File: config.mk
export PLATFORM = sky130hd
export DESIGN_NAME = dual_bus_match_counter
export DESIGN_NICKNAME = d
export VERILOG_FILES = /design/src/rtl/dual_bus_match_counter.sv
export SDC_FILE = /design/constraint.sdc
export NUM_CORES = 1
export LEC_CHECK = 0
export ABC_AREA = 1
export BUFFER_PORTS_ARGS = -buffer_cell sky130_fd_sc_hd__buf_2
export CORE_MARGIN = 2
export CORE_UTILIZATION = 53
export CTS_BUF_LIST = sky130_fd_sc_hd__clkbuf_16
export DETAILED_ROUTE_END_ITERATION = 10
export GPL_TIMING_DRIVEN = 0
export MAX_ROUTING_LAYER = met4
export PLACE_DENSITY = 0.75
export SLEW_MARGIN = 20
export SYNTH_ARGS = -nofsm -noshare
export SYNTH_HDL_FRONTEND = slang
export SYNTH_SLANG_ARGS = --single-unit
File: constraint.sdc
create_clock -name clk -period 3 [get_ports clk]
set_input_delay 0.45 -clock clk [delete_from_list [all_inputs] [get_ports clk]]
set_output_delay 0.45 -clock clk [all_outputs]
set_load 0.05 [all_outputs]
File: src/rtl/dual_bus_match_counter.sv
module dual_bus_match_counter #(
  parameter int W  = 32,
  parameter int CW = 32
) (
  input  logic          clk,
  input  logic          rst_n,
  input  logic          count_en,
  input  logic [W-1:0]  bus_a,
  input  logic [W-1:0]  bus_b,
  input  logic [W-1:0]  cfg_data,
  input  logic          cfg_wr_pat_a,
  input  logic          cfg_wr_care_a,
  input  logic          cfg_wr_pat_b,
  input  logic          cfg_wr_care_b,
  input  logic          cnt_clear,
  output logic [CW-1:0] cnt_a,
  output logic [CW-1:0] cnt_b,
  output logic [CW-1:0] cnt_both
);

  localparam logic [CW-1:0] CNT_TOP = '1;

  logic [W-1:0]  pat_a_q, care_a_q, pat_b_q, care_b_q;
  logic          hit_a, hit_b;
  logic [CW-1:0] cnt_a_q, cnt_b_q, cnt_both_q;

  always_ff @(posedge clk or negedge rst_n) begin
    if (!rst_n) begin
      pat_a_q  <= '0;
      care_a_q <= '0;
      pat_b_q  <= '0;
      care_b_q <= '0;
    end else begin
      if (cfg_wr_pat_a)  pat_a_q  <= cfg_data;
      if (cfg_wr_care_a) care_a_q <= cfg_data;
      if (cfg_wr_pat_b)  pat_b_q  <= cfg_data;
      if (cfg_wr_care_b) care_b_q <= cfg_data;
    end
  end

  assign hit_a = ~|((bus_a ^ pat_a_q) & care_a_q);
  assign hit_b = ~|((bus_b ^ pat_b_q) & care_b_q);

  function automatic logic [CW-1:0] bump(input logic [CW-1:0] c, input logic inc);
    return (inc && c != CNT_TOP) ? c + 1'b1 : c;
  endfunction

  always_ff @(posedge clk or negedge rst_n) begin
    if (!rst_n) begin
      cnt_a_q    <= '0;
      cnt_b_q    <= '0;
      cnt_both_q <= '0;
    end else if (cnt_clear) begin
      cnt_a_q    <= '0;
      cnt_b_q    <= '0;
      cnt_both_q <= '0;
    end else if (count_en) begin
      cnt_a_q    <= bump(cnt_a_q, hit_a);
      cnt_b_q    <= bump(cnt_b_q, hit_b);
      cnt_both_q <= bump(cnt_both_q, hit_a & hit_b);
    end
  end

  assign cnt_a    = cnt_a_q;
  assign cnt_b    = cnt_b_q;
  assign cnt_both = cnt_both_q;

endmodule

==> results.json <==
{
  "ir_worst_vdd_v": 0.000384,
  "crit_arrival_ns": 2.87,
  "end_kind": "register",
  "fin_setup_tns_ns": 0,
  "clk_latency_ns": 0.53,
  "status": "completed",
  "numPortBuffers": 195,
  "hold_class": "primary input to register",
  "antenna_found_initial": 9,
  "async_flop_share_pct": 100,
  "cts_hold_buf": 1,
  "grt_pass1_wl_um": 61800,
  "drc_errors": 0,
  "p_leak_nw": 7.96,
  "drive_above_1_share_pct": 18.1,
  "stdcell_count": 2327,
  "yosysWarnings": 0,
  "fp.coreArea_mm2": 0.0243,
  "dieHeight_um": 161,
  "dieArea_mm2": 0.0260,
  "yosysTopAreaCell": "dfrtp_1",
  "top_level_ports": 200,
  "synth_edf_count": 0,
  "tightest_slew_ns": 0.846,
  "clk_pin_slew_ns": 0.06,
  "drt_iter0_drc": 945,
  "dpl_cell_area_mm2": 0.0145,
  "vias": 12400,
  "synth.area.top_cells": "dfrtp_1, nand2_1, nand3_1",
  "ys_ff_latch": 224,
  "cts_resized": 0,
  "grt-ovfl-total": 0,
  "htreeDepth": 1,
  "hpwlAfterDp_um": 28500,
  "postCtsSetupRepairBufs": 0,
  "fin_nets": 2080,
  "mostFrequentLayoutCells": "nand2_1, dfrtp_1, nand3_1",
  "grt_max_degree": 96,
  "rsz0062_at_grt": "no",
  "cp-start-kind": "register",
  "syn-cell-area_mm2": 0.0131,
  "fin_crit_sh_pct": 80.2,
  "vias_per_cell": 5.33,
  "synth_top_area_share_pct": 42.8,
  "cts_sinks": 224,
  "crit_fanout": 10,
  "wl_per_cell_um": 16.2,
  "syn_area_per_cell_um2": 7.50,
  "final_cell_area_mm2": 0.0154,
  "first_pass_iters": 5,
  "p_total_w": 0.00705,
  "grt_pass1_vias": 12100,
  "fmax_ghz": 0.415,
  "fin_crit_ns": 2.41,
  "required_ns": 3.46,
  "cts_tree": "yes",
  "placed_cells": 2269,
  "layout_commonest_cell": "nand2_1",
  "synthDistinctLibCells": 34,
  "chipWidth_um": 161,
  "maxSlewHeadroom_pct": 43.6,
  "setup_viol": 0,
  "gp_congestion": 0.958,
  "cap_violations": 0,
  "fp-row-count": 57,
  "power_density_mw_per_mm2": 458,
  "critical_path_class": "register to register",
  "antenna_left": 0,
  "area_growth_pct": 17.4,
  "cts_buffer_depth": 3,
  "track_usage_pct": 30.3,
  "synthCells": 1748,
  "cts-root-buf": "clkbuf_16",
  "finalHoldViolations": 0,
  "drt-total-wl_um": 37700,
  "slew_viol_final": 0,
  "initial_core_util_pct": 53.9,
  "synth_ff_type": "dfrtp_1",
  "syn-num-nets": 1855,
  "ys_seq_area_share_pct": 42.8,
  "cts-buffers-inserted": 25,
  "clock_skew_ns": 0.0154
}
area by class of cell:
| class | instances | area [µm²] |
|---|---|---|
| fill | 2242 | 8930 |
| tap | 324 | 405 |
| sequential | 224 | 5610 |
| timing repair buffer | 198 | 1050 |
| clock inverter | 21 | 176 |
| antenna | 11 | 27.5 |
| inverter | 202 | 759 |
| buffer | 62 | 307 |
| clock buffer | 25 | 626 |
| multi-input combinational | 1260 | 6430 |
path summary, 6_finish.rpt:
kind                               from      endpoint  slack (ns)  cells after the start
min                        cfg_data[29]   pat_b_q[29]        0.17                      3
min in group asynchronous         rst_n      cnt_a[8]        0.44                      2
min reg2reg                care_a_q[16]  care_a_q[16]        0.51                      1
max                         cnt_both[0]  cnt_both[19]        0.59                     12
max in group asynchronous         rst_n  care_a_q[11]        1.31                      4
max reg2reg                 cnt_both[0]  cnt_both[19]        0.59                     12
synth_stat cells (all sizes together), types with 25 or more instances:
cell and instances:
nand2 530, nand3 237, dfrtp 224, inv 201
nor2 174, o21ai 67, mux2 65, xor2 55
nor3 50, buf 34, clkbuf 28, nand3b 25
per-stage QoR:
stage	utilization [%]	hold WS, ns	setup WS (ns)
6_report	63.3	0.167	0.593
5_1_grt	63.3	0.175	0.338
4_1_cts	63.2	0.153	0.629
3_5_place_dp	59.8	0.426	0.533
3_3_place_gp	59.6	0.490	-2.55
2_1_floorplan	-	0.154	0.796
worst max-delay path, stage by stage (launching register included):
cell	delay [ns]
dfrtp_1	0.50
ha_1	0.27
nand2_1	0.08
nor2_2	0.23
nand4_1	0.17
nor2_1	0.20
nand4_1	0.16
inv_1	0.08
nor2_1	0.04
nand2_1	0.14
buf_2	0.27
nand3_1	0.10
nand2_1	0.09
routing by layer:
metal  wire length (µm)  vias to the layer above  GRT usage [%]
met5                  0                        -              -
met1              16900                     5910           40.4
met3               2550                       67           5.47
met4                993                        0           9.70
li1                   -                     6026              -
met2              17300                      402           47.3
logic make-up (layout without fill, tap and decap cells):
kind of cell	after synthesis	in the layout	synth area share [%]
other	0	11	0
AND/OR/NAND/NOR	1043	1043	35.3
multiplexers	65	65	5.59
buffers and inverters	264	508	8.14
flip-flops	224	224	42.8
AO/OA/AOI/OAI	72	72	2.79
adder cells (fa/ha/maj)	3	3	0.287
XOR/XNOR	77	77	5.15
report_power, final:
group | total [W] | switching, W | internal (W)
clock network | 0.00304 | 0.00127 | 0.00177
logic | 0.000732 | 0.000455 | 0.000277
registers | 0.00328 | 0.0000895 | 0.00319
flip-flops by register name, summed over array words and instances, names as in the netlist:
signal and flops:
pat_b_q 32, cnt_b 32, cnt_both 32, care_b_q 32, pat_a_q 32, care_a_q 32
cnt_a 32
(Power assumes the default switching activity.)
